<file path="config.mk">
export PLATFORM = sky130hd
export DESIGN_NAME = rlvl_window_sel
export DESIGN_NICKNAME = d
export VERILOG_FILES = /design/src/rtl/rlvl_pkg.sv /design/src/rtl/rlvl_scan.sv /design/src/rtl/rlvl_trend.sv /design/src/rtl/rlvl_window_sel.sv
export SDC_FILE = /design/constraint.sdc
export NUM_CORES = 1
export LEC_CHECK = 0
export BUFFER_PORTS_ARGS = -buffer_cell sky130_fd_sc_hd__buf_2
export CORE_MARGIN = 2
export CORE_UTILIZATION = 45
export CTS_BUF_LIST = sky130_fd_sc_hd__clkbuf_8
export DETAILED_ROUTE_END_ITERATION = 8
export SETUP_SLACK_MARGIN = 0.5
export SYNTH_ARGS = -nofsm -noshare
export SYNTH_HDL_FRONTEND = slang
export SYNTH_SLANG_ARGS = --single-unit
</file>
<file path="constraint.sdc">
create_clock -name clk -period 17.33 [get_ports clk]
set_input_delay 0 -clock clk [delete_from_list [all_inputs] [get_ports clk]]
set_output_delay 0 -clock clk [all_outputs]
set_load 0.05 [all_outputs]
</file>
<file path="src/rtl/rlvl_pkg.sv">
package rlvl_pkg;
  typedef enum logic [1:0] {SC_IDLE, SC_SCAN, SC_FIN} scan_st_t;
endpackage

</file>
<file path="src/rtl/rlvl_scan.sv">
module rlvl_scan #(
  parameter int NSET = 64,
  parameter int DW   = $clog2(NSET)
) (
  input  logic            clk,
  input  logic            rst,
  input  logic            start,
  input  logic [NSET-1:0] map,
  input  logic            off_en,
  input  logic [DW-1:0]   offset,
  output logic            busy,
  output logic            res_valid,
  output logic [DW-1:0]   res_delay,
  output logic            res_fail
);
  import rlvl_pkg::*;

  scan_st_t        st;
  logic [NSET-1:0] map_q;
  logic [DW-1:0]   idx, cur_start, best_start, nxt_start;
  logic [DW:0]     cur_len, best_len, nxt_len;
  logic            bit_now;
  logic [DW:0]     end_w, mid_w, tgt_w;
  logic            off_ok;

  assign bit_now = map_q[idx];
  assign busy    = (st != SC_IDLE);

  always_comb begin
    nxt_len   = bit_now ? cur_len + 1'b1 : '0;
    nxt_start = (bit_now && cur_len == '0) ? idx : cur_start;
    end_w     = {1'b0, best_start} + best_len - 1'b1;
    mid_w     = {1'b0, best_start} + ((best_len - 1'b1) >> 1);
    tgt_w     = end_w - {1'b0, offset};
    off_ok    = off_en && ({1'b0, offset} <= end_w) && map_q[tgt_w[DW-1:0]];
  end

  always_ff @(posedge clk) begin
    if (rst) begin
      st         <= SC_IDLE;
      map_q      <= '0;
      idx        <= '0;
      cur_start  <= '0;
      cur_len    <= '0;
      best_start <= '0;
      best_len   <= '0;
      res_valid  <= 1'b0;
      res_delay  <= '0;
      res_fail   <= 1'b0;
    end else begin
      res_valid <= 1'b0;
      case (st)
        SC_IDLE: if (start) begin
          map_q     <= map;
          idx       <= '0;
          cur_len   <= '0;
          cur_start <= '0;
          best_len  <= '0;
          best_start<= '0;
          st        <= SC_SCAN;
        end
        SC_SCAN: begin
          cur_len   <= nxt_len;
          cur_start <= nxt_start;
          if (nxt_len > best_len) begin
            best_len   <= nxt_len;
            best_start <= nxt_start;
          end
          idx <= idx + 1'b1;
          if (idx == DW'(NSET - 1)) st <= SC_FIN;
        end
        SC_FIN: begin
          res_valid <= 1'b1;
          if (best_len == '0) begin
            res_fail  <= 1'b1;
            res_delay <= '0;
          end else begin
            res_fail  <= 1'b0;
            res_delay <= off_ok ? tgt_w[DW-1:0] : mid_w[DW-1:0];
          end
          st <= SC_IDLE;
        end
        default: st <= SC_IDLE;
      endcase
    end
  end


  fail_zero_chk: assert property (@(posedge clk) disable iff (rst)
    (res_valid && res_fail) |-> (res_delay == '0));

  pick_passes_chk: assert property (@(posedge clk) disable iff (rst)
    (res_valid && !res_fail) |-> map_q[res_delay]);
endmodule

</file>
<file path="src/rtl/rlvl_trend.sv">
module rlvl_trend #(
  parameter int NL = 9,
  parameter int DW = 6,
  parameter int LW = $clog2(NL)
) (
  input  logic           clk,
  input  logic           rst,
  input  logic           go,
  input  logic [NL*DW-1:0] delays,
  input  logic           trend_dis,
  input  logic [DW-1:0]  max_step,
  output logic           busy,
  output logic           done,
  output logic           trend_error,
  output logic           step_error
);
  logic [LW-1:0] k;
  logic          inc_ok, dec_ok, step_bad;
  logic [DW-1:0] a, b, diff;
  logic          inc_n, dec_n, step_n;

  always_comb begin
    a      = delays[(k - 1'b1) * DW +: DW];
    b      = delays[k * DW +: DW];
    diff   = (b >= a) ? b - a : a - b;
    inc_n  = inc_ok & (b >= a);
    dec_n  = dec_ok & (b <= a);
    step_n = step_bad | ((max_step != '0) && (diff > max_step));
  end

  always_ff @(posedge clk) begin
    if (rst) begin
      busy        <= 1'b0;
      done        <= 1'b0;
      k           <= '0;
      inc_ok      <= 1'b1;
      dec_ok      <= 1'b1;
      step_bad    <= 1'b0;
      trend_error <= 1'b0;
      step_error  <= 1'b0;
    end else begin
      done <= 1'b0;
      if (!busy) begin
        if (go) begin
          busy     <= 1'b1;
          k        <= LW'(1);
          inc_ok   <= 1'b1;
          dec_ok   <= 1'b1;
          step_bad <= 1'b0;
        end
      end else begin
        inc_ok   <= inc_n;
        dec_ok   <= dec_n;
        step_bad <= step_n;
        k        <= k + 1'b1;
        if (k == LW'(NL - 1)) begin
          busy        <= 1'b0;
          done        <= 1'b1;
          trend_error <= !trend_dis && !(inc_n || dec_n);
          step_error  <= step_n;
        end
      end
    end
  end


  done_pulse_chk: assert property (@(posedge clk) disable iff (rst)
    done |=> !done);

  trend_bypass_chk: assert property (@(posedge clk) disable iff (rst)
    (done && trend_dis) |-> !trend_error);

  step_bypass_chk: assert property (@(posedge clk) disable iff (rst)
    (done && max_step == '0) |-> !step_error);
endmodule

</file>
<file path="src/rtl/rlvl_window_sel.sv">
module rlvl_window_sel #(
  parameter int NSET = 64,
  parameter int NL   = 9,
  parameter int DW   = $clog2(NSET),
  parameter int LW   = $clog2(NL)
) (
  input  logic            clk,
  input  logic            rst,
  input  logic            in_valid,
  output logic            in_ready,
  input  logic [NSET-1:0] in_map,
  input  logic            cfg_off_en,
  input  logic [DW-1:0]   cfg_offset,
  input  logic            cfg_trend_dis,
  input  logic [DW-1:0]   cfg_max_step,
  output logic            res_valid,
  output logic [LW-1:0]   res_lane,
  output logic [DW-1:0]   res_delay,
  output logic            res_fail,
  output logic            done,
  output logic            trend_error,
  output logic            step_error
);
  logic            scan_busy, trend_busy, start, go;
  logic [LW-1:0]   lane_cnt;
  logic [DW-1:0]   dly_q [NL];
  logic [NL*DW-1:0] dly_flat;

  assign go       = res_valid && (res_lane == LW'(NL - 1));
  assign in_ready = !scan_busy && !trend_busy && !go;
  assign start    = in_valid && in_ready;

  generate
    for (genvar g = 0; g < NL; g++) begin : g_pack
      assign dly_flat[g*DW +: DW] = dly_q[g];
    end
  endgenerate

  always_ff @(posedge clk) begin
    if (rst) begin
      lane_cnt <= '0;
      res_lane <= '0;
      for (int i = 0; i < NL; i++) dly_q[i] <= '0;
    end else begin
      if (start) begin
        res_lane <= lane_cnt;
        lane_cnt <= (lane_cnt == LW'(NL - 1)) ? '0 : lane_cnt + 1'b1;
      end
      if (res_valid) dly_q[res_lane] <= res_delay;
    end
  end

  rlvl_scan #(.NSET(NSET), .DW(DW)) u_scan (
    .clk(clk), .rst(rst), .start(start), .map(in_map),
    .off_en(cfg_off_en), .offset(cfg_offset), .busy(scan_busy),
    .res_valid(res_valid), .res_delay(res_delay), .res_fail(res_fail)
  );

  rlvl_trend #(.NL(NL), .DW(DW), .LW(LW)) u_trend (
    .clk(clk), .rst(rst), .go(go), .delays(dly_flat),
    .trend_dis(cfg_trend_dis), .max_step(cfg_max_step), .busy(trend_busy),
    .done(done), .trend_error(trend_error), .step_error(step_error)
  );


  one_lane_chk: assert property (@(posedge clk) disable iff (rst)
    (in_valid && in_ready) |=> !in_ready);

  lane_range_chk: assert property (@(posedge clk) disable iff (rst)
    res_valid |-> (res_lane <= LW'(NL - 1)));
endmodule

</file>
# [After elaboration in Yosys (flattened, before gate mapping)]
# Memory sizes are Yosys's and may differ from the RTL's.
# Index checks and enable logic that the tools add are counted.
# W data, S select, Z words.
[totals] out_inout_bits=16 input_bits=81 ram_bits=54 ff_bits=125 mem_count=1
[classes] n_mul=2 mux=43 bitwise_logic=4 n_lt_le_gt_ge=7 n_addsub=12 reduce_logical=29 n_eq_ne=9 shifts=2
[mem_list] memory="dly_q" depth=9 width=6 read_ports=9 rd_ports_with_merged_regs=0 wr=9 line="rlvl_window_sel.sv:26" source="logic [DW-1:0] dly_q [NL];"
[ops] cell="$shiftx A54 B33 Y6" count=1
[ops] cell="$shiftx A54 B8 Y6" count=1
[ops] cell="$mux W6" count=7
[ops] cell="$pmux W6 S2" count=3
[ops] cell="$mul A32 B2 Y31 const B" count=1
[ops] cell="$pmux W7 S2" count=2
[ops] cell="$mux W7" count=3
[ops] cell="$mux W1" count=19
[ops] cell="$sub A6 B6 Y6" count=3
[ops] cell="$mux W4" count=4
[ops] cell="$logic_not A7 Y1" count=2
[ops] cell="$lt A6 B7 Y1 const B" count=2
[ops] cell="$sub A7 B1 Y7 const B" count=2
[ops] cell="$bmux W1 S6" count=2
[ops] cell="$eq A4 B4 Y1 const B" count=3
[ops] cell="$logic_and A1 B1 Y1" count=9
[ops] cell="$add A4 B1 Y4 const B" count=2
[ops] cell="$reduce_and A2 Y1" count=4
[ops] cell="$add A6 B7 Y7" count=1
[ops] cell="$add A7 B1 Y7 const B" count=1
[ops] cell="$gt A7 B7 Y1" count=1
[ops] cell="$le A6 B7 Y1" count=1
[ops] cell="$add A6 B1 Y6 const B" count=1
[ops] cell="$add A6 B6 Y6" count=1
[ops] cell="23 further kinds" count=32

# [Longest topological paths before layout]
# Gate-level depths: netlist of the first run.
[depth] word_depth=9 depth_mapped=34 depth_no_buf=28

# [Modules after synthesis]
# A second synthesis of the first run with hierarchy kept.
[hier_totals] cells_unflattened=1285 area_unflattened_um2=12184.2
[by_module_without_submodules] module="rlvl_scan" n_inst=1 area_each_um2=6348.6 cells_each=734
[by_module_without_submodules] module="rlvl_trend" n_inst=1 area_each_um2=3338.2 cells_each=370
[by_module_without_submodules] module="rlvl_window_sel" n_inst=1 area_each_um2=2497.4 cells_each=181

# [Worst setup path before layout of the first run]
# No wires, ideal clock.
[synth_timing] path_kind="register to register" start="register u_trend.k[0]" end="register u_trend.step_error" path_buffers=7 setup_ps=86 setup_slack_ps=10225 path_stages_with_launch=31 arrival_time_ps=7020 required_ps=17244 path_cell_list="dfxtp_1 > clkbuf_1 > buf_2 > buf_2 > clkbuf_1 > clkbuf_1 > buf_1 > nor2_1 > xor2_1 > ha_1 > xor2_1 > clkbuf_1 > nand4_1 > or3_1 > nor2_1 > a22oi_1 > ha_1 > a21o_1 > a21o_1 > a211oi_1 > mux2_2 > a221o_1 > o21bai_1 > a221oi_1 > xnor2_1 > ha_1 > nand4_1 > nor2_1 > a31oi_1 > a21oi_1 > a211oi_1"
[synth_via] elab_chain_cells=8 elab_cells_between_ends=14 cone_classes="add/sub (3); mul (2); order compare (2); eq/ne (1); shift (2); mux (1); bitwise (1); reduce/logical (2)"
[synth_lines] element="start, declared" line="rlvl_trend.sv:17" source="logic [LW-1:0] k;"
[synth_lines] element="start signal, assigned" line="rlvl_trend.sv:55" source="k <= k + 1'b1;"
[synth_lines] element="$sub A4 B1 Y5" line="rlvl_trend.sv:23" source="a = delays[(k - 1'b1) * DW +: DW];"
[synth_lines] element="$mul A32 B2 Y31" line="rlvl_trend.sv:23"
[synth_lines] element="$shiftx A54 B33 Y6" line="rlvl_trend.sv:23"
[synth_lines] element="$sub A6 B6 Y6 / $ge A6 B6 Y1 (equally long branches)" line="rlvl_trend.sv:25" source="diff = (b >= a) ? b - a : a - b;"
[synth_lines] element="$mux W6" line="rlvl_trend.sv:25"
[synth_lines] element="$gt A6 B6 Y1" line="rlvl_trend.sv:28" source="step_n = step_bad | ((max_step != '0) && (diff > max_step));"
[synth_lines] element="$logic_and A1 B1 Y1" line="rlvl_trend.sv:28"
[synth_lines] element="$or A1 B1 Y1" line="rlvl_trend.sv:28"
[synth_lines] element="end signal, assigned" line="rlvl_trend.sv:60" source="step_error <= step_n;"
[synth_lines] element="end, declared" line="rlvl_trend.sv:15" source="output logic step_error"
# Parallel ways exist; a longest one is shown, timed or not.
# A chain may end at the register's enable or synchronous reset.

# [Worst setup path after layout of the first run]
[layout_timing] start="register u_trend.k[1]" end="register u_trend.step_error"
# The elaborated chain is that of the path after synthesis.

==> results of run 1 <==
[report_power, final]
| part | switching [uW] | internal (uW) |
|---|---|---|
| Clock | 167 | 113 |
| Combinational | 66.2 | 60.3 |
| Sequential | 15.9 | 447 |
| Total | 249 | 621 |
[cells in the mapped netlist, types with 10 or more instances]
cell type,number,area (sq um)
nand2_1,196,736
a21oi_1,133,666
dfxtp_1,125,2500
nor2_1,95,357
inv_1,68,255
mux4_2,68,1530
ha_1,64,801
clkbuf_1,62,233
and2_1,58,363
edfxtp_1,54,1620
mux2i_1,49,490
o21ai_0,31,155
nand3_1,25,125
nor2b_1,20,125
nor3_1,17,85.1
xor2_1,16,140
a21o_1,14,105
nand2b_1,13,81.3
xnor2_1,13,114
or2_2,10,62.6
[per-stage QoR]
step | area (sq um) | hold WS, ns | setup slack [ns]
6_report | 13500 | 0.0526 | 10.01
5_1_grt | 13500 | 0.0931 | 9.39
4_1_cts | 13500 | 0.0139 | 10.11
3_5_place_dp | 12500 | 0.246 | 10.17
3_3_place_gp | 12500 | 0.244 | 10.34
2_1_floorplan | 11800 | 0.136 | 10.23
[cell type report]
cell class              count  share of cell area, %
flip-flops and latches    179                   30.5
inverters                  68                   1.89
clock inverters            13                  0.861
clock buffers              19                   1.93
multi-input cells         956                   52.5
well taps                 335                   3.10
repair buffers            175                   9.16
[state kept, by name (all words and copies together), names as in the netlist]
signal,cells
dly_q,54
u_scan.cur_start,6
u_trend.inc_ok,1
u_scan.best_start,6
u_scan.res_valid,1
res_lane,4
u_scan.st,2
u_scan.res_delay,6
u_trend.busy,1
lane_cnt,4
u_trend.trend_error,1
u_scan.cur_len,7
u_trend.step_error,1
u_scan.idx,6
u_scan.map_q,64
u_trend.done,1
u_scan.res_fail,1
u_trend.dec_ok,1
u_trend.k,4
u_scan.best_len,7
u_trend.step_bad,1
[worst min-delay path by stage]
stage                            end             from  slack (ns)
floorplan            u_scan.map_q[0]        in_map[0]        0.14
global placement    u_scan.map_q[17]       in_map[17]        0.24
detailed placement  u_scan.map_q[41]       in_map[41]        0.25
CTS                 u_trend.step_bad  cfg_max_step[2]        0.01
global route           u_scan.idx[4]              rst        0.09
finish              u_trend.step_bad  cfg_max_step[2]        0.05
[cell families after synthesis]
group	Yosys count	synth area share, %
DFF	179	35.0
and+or+nand+nor	467	18.4
buffers and inverters	144	4.73
xor gates and xnor gates	30	2.30
muxes	122	17.6
adders and majority gates	70	7.82
AOI/OAI and AO/OA	267	14.1
[routing by layer]
metal  global-route usage [%]  wire, um
met5                        0         0
met4                     5.14       382
met3                     2.91      1670
met2                     36.1     14400
met1                     32.3     14300
[worst min-delay path, delay by kind of cell]
| kind | cells | cell delay [ns] |
|---|---|---|
| AND/OR/NAND/NOR | 1 | 0.09 |
| buffers and inverters | 2 | 0.11 |
| AO/OA/AOI/OAI | 2 | 0.27 |
[what timing repair did]
item | CTS | global route
endpoints found under the setup margin | 0 | 0
hold buffers | 65 | 0
hold endpoints to repair | 65 | 0
==> results by group, run 1 <==
Finish
  • N_diodes: 0
  • Final Net Count: 1548
  • Final Non-Filler Cells: 1745
  • Final Util: 52.2%
  • Area of the multi-input gates: 0.00710 sq mm
  • Commonest non-fill, non-tap cell in the layout: nand2_1
  • P&R area growth vs syn: 14.8%
  • Most frequent cells in the layout: nand2_1 (195), a21oi_1 (133), dfxtp_1 (124)
  • Sequential cell area: 0.00413 sq mm
  • Layout fillers: 2386
  • Layout cells sized above 1: 16.6%

Detailed routing
  • # DRC: 0
  • Final wirelength: 30.7 mm
  • Drt via density: 5.64
  • Total iterations of the first detailed-routing run: 5
  • Iteration-0 DRC Markers: 798
  • DR WL/cell: 17.6 um
  • Via count: 9841
  • Antenna viol nets, final: 0

Synthesis
  • Post-synth cell types: 64
  • #FFs+latches synth: 179
  • Most common flop cell mapped by yosys: dfxtp_1
  • Sequential area share after synthesis: 35.0%
  • Synthesis warning total: 0
  • Synth Cell Area: 0.0118 sq mm
  • Mean post-synth cell area: 9.21 sq um
  • Post-synth EDFFs: 54
  • Async set-reset flop share out of synthesis: 0%
  • Syn nets: 1430
  • Synth Instances: 1279

Floorplanning
  • Initial Utilization: 45.4%
  • Die H: 166 um
  • Die ar.: 0.0275 sq mm
  • Row cnt: 59
  • Core Region: 0.0259 sq mm
  • Die width: 166 um
  • I/O pin total: 97

Setup path
  • FF-to-FF End: u_trend.step_error
  • Crit Path Category: register to register
  • Most frequent cell on the critical path: ha_1
  • Setup crit start: u_trend.k[1]
  • Levels on crit path: 26
  • WP buf/inv: 3
  • Worst Setup EP: u_trend.step_error
  • R2r setup slk: 10.01 ns
  • Setup crit start kind: register
  • Worst-path fanout max: 21
  • CP Capture Type: register
  • Crit-path leading delay family: compound AO/OA/AOI/OAI gates
  • RR Startpoint: u_trend.k[1]
  • Reg2reg path depth: 26
  • Data required, critical path: 17.70 ns
  • CP max-delay cell: dfxtp_1
  • CP arrival: 7.69 ns
  • Worst stage delay on the critical path: 0.86 ns

Global routing
  • Initial antenna violation count: 0
  • Number of global-route vias before repair: 9300
  • Global-route wire length before repair: 50.1 mm
  • Total gr overflow: 0
  • Pin count of the biggest net entering global routing: 80
  • Tot GR Track Use: 22.4%

Clock network
  • CTS tree: done
  • Setup Fix Bufs, Post-CTS: 0
  • Root Buffer: clkbuf_8
  • Reg clk slew, reported paths: 0.11 ns
  • CTS Buffer Depth: 2
  • CTS H-tree depth: 4
  • Post-cts sizing count: 0
  • Clk Latency, worst-skew pair: 0.47 ns
  • CTS Sinks: 179
  • Num CTS Buffers: 17

STA
  • Final Hold Viols: 0
  • Skew final: 0.0200 ns
  • # setup viols final: 0
  • RSZ-0062 raised after global routing: no
  • Max-slew violations: 0
  • Fin crit period: 7.32 ns
  • Tcrit/Tclk final: 42.2%
  • Max Freq: 137 MHz
  • Rel. slew slack: 31.9%
  • Worst-Margin Slew: 1.02 ns
  • Sum Neg Setup Slack: 0 ns

Hold path
  • Worst hold path type: input pin to register
  • Worst Hold Depth: 5

Outcome
  • Status: finished clean

Placed design
  • Dpl cells: 1648
  • Post-DP HPWL: 21.9 mm
  • Port bufs: 96
  • GPL Wtd Cong: 0.899

Pwr
  • Design Power: 870 uW
  • Leakage: 0.00527 uW
  • Max rail drop VDD: 0.0471 mV
  • PD cells: 64.3 mW/mm^2

Run
  • Max-cap viol count: 0
Note: power is estimated with default switching activity, not from simulation.
==> run 2: changes to the inputs <==
Settings changed: ABC_AREA from default to 1.
Clock period 17.33 ns to 7.35 ns, I/O delays scaled along.
==> results by group, run 2 <==
Outcome
  • Status: finished with violations (was finished clean)
  • Failing checks: DRC

STA
  • Skew final: 0.0215 ns (was 0.0200 ns)
  • Sum Neg Setup Slack: 0 ns (unchanged)
  • Max Freq: 160 MHz (was 137 MHz)
  • Max-slew violations: 0 (unchanged)
  • # setup viols final: 0 (unchanged)
  • Tcrit/Tclk final: 85.2% (was 42.2%)
  • RSZ-0062 raised after global routing: no (unchanged)
  • Final Hold Viols: 0 (unchanged)
  • Rel. slew slack: 31.2% (was 31.9%)
  • Fin crit period: 6.26 ns (was 7.32 ns)
  • Worst-Margin Slew: 1.03 ns (was 1.02 ns)

Floorplanning
  • Die width: 167 um (was 166 um)
  • Die H: 167 um (was 166 um)
  • I/O pin total: 97 (unchanged)
  • Die ar.: 0.0279 sq mm (was 0.0275 sq mm)
  • Core Region: 0.0261 sq mm (was 0.0259 sq mm)
  • Initial Utilization: 45.8% (was 45.4%)
  • Row cnt: 59 (unchanged)

Synthesis
  • Async set-reset flop share out of synthesis: 0% (unchanged)
  • Post-synth cell types: 57 (was 64)
  • Syn nets: 1880 (was 1430)
  • Top-count cell post-synth: nand2_1 (unchanged)
  • Top post-synthesis cells by area: dfxtp_1 (21%), edfxtp_1 (14%), nand2_1 (13%) (was dfxtp_1 (21%), edfxtp_1 (14%), mux4_2 (13%))
  • Synthesis warning total: 0 (unchanged)
  • Synth Cell Area: 0.0120 sq mm (was 0.0118 sq mm)
  • Post-synth EDFFs: 54 (unchanged)
  • Most common flop cell mapped by yosys: dfxtp_1 (unchanged)
  • Largest area contributor in the netlist: dfxtp_1 (unchanged)
  • Post-synth top area share: 20.9% (was 21.3%)
  • #FFs+latches synth: 179 (unchanged)
  • Mean post-synth cell area: 6.93 sq um (was 9.21 sq um)
  • Synth Instances: 1729 (was 1279)
  • Post-synth top cells: nand2_1 (405), inv_1 (198), nand3_1 (195), a21oi_1 (144), nor2_1 (141) (was nand2_1 (196), a21oi_1 (133), dfxtp_1 (125), nor2_1 (95))
  • Sequential area share after synthesis: 34.4% (was 35.0%)

Detailed routing
  • Iteration-0 DRC Markers: 945 (was 798)
  • Antenna viol nets, final: 0 (unchanged)
  • Via count: 11.9k (was 9841)
  • Drt via density: 5.42 (was 5.64)
  • Total iterations of the first detailed-routing run: 7 (was 5)
  • # DRC: 1 (was 0)
  • Final wirelength: 36.6 mm (was 30.7 mm)
  • DR WL/cell: 16.7 um (was 17.6 um)

Clock network
  • Root Buffer: clkbuf_8 (unchanged)
  • Num CTS Buffers: 17 (unchanged)
  • Clk Latency, worst-skew pair: 0.48 ns (was 0.47 ns)
  • CTS Buffer Depth: 2 (unchanged)
  • CTS H-tree depth: 4 (unchanged)
  • CTS tree: done (unchanged)
  • CTS Sinks: 179 (unchanged)
  • Reg clk slew, reported paths: 0.11 ns (about the same)

Setup path
  • RR Startpoint: u_trend.k[1] (unchanged)
  • CP max-delay cell: fa_2 (was dfxtp_1)
  • Levels on crit path: 32 (was 26)
  • Setup crit start: u_trend.k[1] (unchanged)
  • Data required, critical path: 7.70 ns (was 17.70 ns)
  • FF-to-FF End: u_trend.step_error (unchanged)
  • Worst-path fanout max: 16 (was 21)
  • Most frequent cell on the critical path: inv_1 (was ha_1)
  • Crit Path Category: register to register (unchanged)
  • Setup crit start kind: register (unchanged)
  • WP buf/inv: 9 (was 3)
  • R2r setup slk: 1.09 ns (was 10.01 ns)
  • Crit-path leading delay family: adder cells (was compound AO/OA/AOI/OAI gates)
  • CP arrival: 6.61 ns (was 7.69 ns)
  • CP Capture Type: register (unchanged)
  • Worst stage delay on the critical path: 0.73 ns (was 0.86 ns)
  • Worst Setup EP: u_trend.step_error (unchanged)
  • Reg2reg path depth: 32 (was 26)

Finish
  • Final Non-Filler Cells: 2191 (was 1745)
  • Largest register FFs: 64 (unchanged)
  • P&R area growth vs syn: 14.1% (was 14.8%)
  • Layout fillers: 2665 (was 2386)
  • Commonest non-fill, non-tap cell in the layout: nand2_1 (unchanged)
  • Most frequent cells in the layout: nand2_1 (405), inv_1 (197), nand3_1 (195) (was nand2_1 (195), a21oi_1 (133), dfxtp_1 (124))
  • Largest regs: u_scan.map_q (64), dly_q (54) (unchanged)
  • Biggest register: u_scan.map_q (unchanged)
  • Final Net Count: 1994 (was 1548)
  • Layout cells sized above 1: 10.7% (was 16.6%)
  • Area of the multi-input gates: 0.00661 sq mm (was 0.00710 sq mm)
  • N_diodes: 0 (unchanged)
  • Sequential cell area: 0.00413 sq mm (about the same)

Global routing
  • Pin count of the biggest net entering global routing: 95 (was 80)
  • Total gr overflow: 0 (unchanged)
  • Global-route wire length before repair: 59.5 mm (was 50.1 mm)
  • Tot GR Track Use: 26.4% (was 22.4%)
  • Initial antenna violation count: 0 (unchanged)
  • Number of global-route vias before repair: 11.4k (was 9300)

Pwr
  • Share of power burned in registers: 38.1% (was 53.3%)
  • Max rail drop VDD: 0.388 mV (was 0.0471 mV)
  • Sw Share: 40.7% (was 28.6%)
  • Int Pwr: 1710 uW (was 621 uW)
  • PD cells: 211 mW/mm^2 (was 64.3 mW/mm^2)
  • P_sw: 1170 uW (was 249 uW)
  • Gate power share: 37.3% (was 14.6%)
  • Leakage: 0.00583 uW (was 0.00527 uW)
  • Clock group share of total power: 24.6% (was 32.2%)

Placed design
  • Port bufs: 96 (unchanged)
  • GPL Wtd Cong: 0.934 (was 0.899)
  • Dpl cells: 2091 (was 1648)
  • Post-DP HPWL: 26.3 mm (was 21.9 mm)

Run
  • Max-cap viol count: 0 (unchanged)

Hold path
  • Hold Crit Start: in_valid (was cfg_max_step[2])
  • Worst hold path type: input pin to register (unchanged)
-- run 2: how the worst min path moves through the flow --
stage,cells past startpoint,slack (ns),end
2_1_floorplan,2,0.16,u_scan.map_q[0]
3_3_place_gp,3,0.27,u_scan.map_q[26]
3_5_place_dp,3,0.28,u_scan.map_q[30]
4_1_cts,3,0.03,u_scan.map_q[30]
5_1_grt,3,0.07,u_scan.map_q[29]
6_report,3,0.07,u_scan.map_q[22]
-- run 2: power groups by stage --
stage	registers [uW]	logic, uW	clock network (uW)
after global placement	1120	1040	0
after detailed placement	1120	1040	0
final	1100	1080	711
after floorplan	1110	771	0
after global routing	1110	1210	766
after CTS	1100	1080	726
-- run 2: final cells by class --
| class | instances | share of cell area [%] |
|---|---|---|
| Clock inverter | 15 | 1.36 |
| Inverter | 216 | 5.98 |
| Multi-Input combinational cell | 1250 | 48.4 |
| Timing Repair Buffer | 179 | 9.32 |
| Tap cell | 335 | 3.07 |
| Sequential cell | 179 | 30.2 |
| Clock buffer | 17 | 1.71 |
-- run 2: tightest hold or removal path: cells and delay by family --
family                 cells  cell delay, ns
buffers and inverters      1            0.28
AO/OA/AOI/OAI              1            0.06
AND/OR/NAND/NOR            1            0.16
-- run 2: timing repair --
item	in CTS	in global routing
endpoints found under the hold margin	66	0
hold buffers	68	0
setup buffers	0	0
setup endpoints to repair	0	2
gates resized for setup	0	6
-- run 2: layer usage --
metal	GRT usage [%]	wire length, um	vias to the layer above
met4	7.86	748	0
met5	0	0	-
li1	-	-	5966
met1	33.5	15900	5526
met3	2.81	1630	43
met2	47.4	18400	347
-- run 2: kinds of logic after synthesis --
kind of cell / after synthesis / share of synthesized area [%]
AND/OR/NAND/NOR: 816 / 29.5
AO/OA/AOI/OAI: 336 / 15.9
buffers and inverters: 300 / 10.5
flip-flops: 179 / 34.4
adder cells (fa/ha/maj): 70 / 7.69
XOR/XNOR: 27 / 1.97
multiplexers: 1 / 0.0835
-- run 2: through the flow --
step | total power [uW] | utilization [%] | instance area, sq um | hold slack [ns] | setup WS, ns
finish | 2890 | 52.3 | 13700 | 0.0674 | 1.09
global route | 3080 | 52.3 | 13700 | 0.0688 | 0.549
CTS | 2900 | 52.3 | 13700 | 0.0326 | 0.985
detailed placement | 2160 | 48.0 | 12600 | 0.278 | 1.00
global placement | 2160 | 48.0 | 12600 | 0.273 | 1.08
floorplan | 1880 | - | 12000 | 0.164 | 1.92
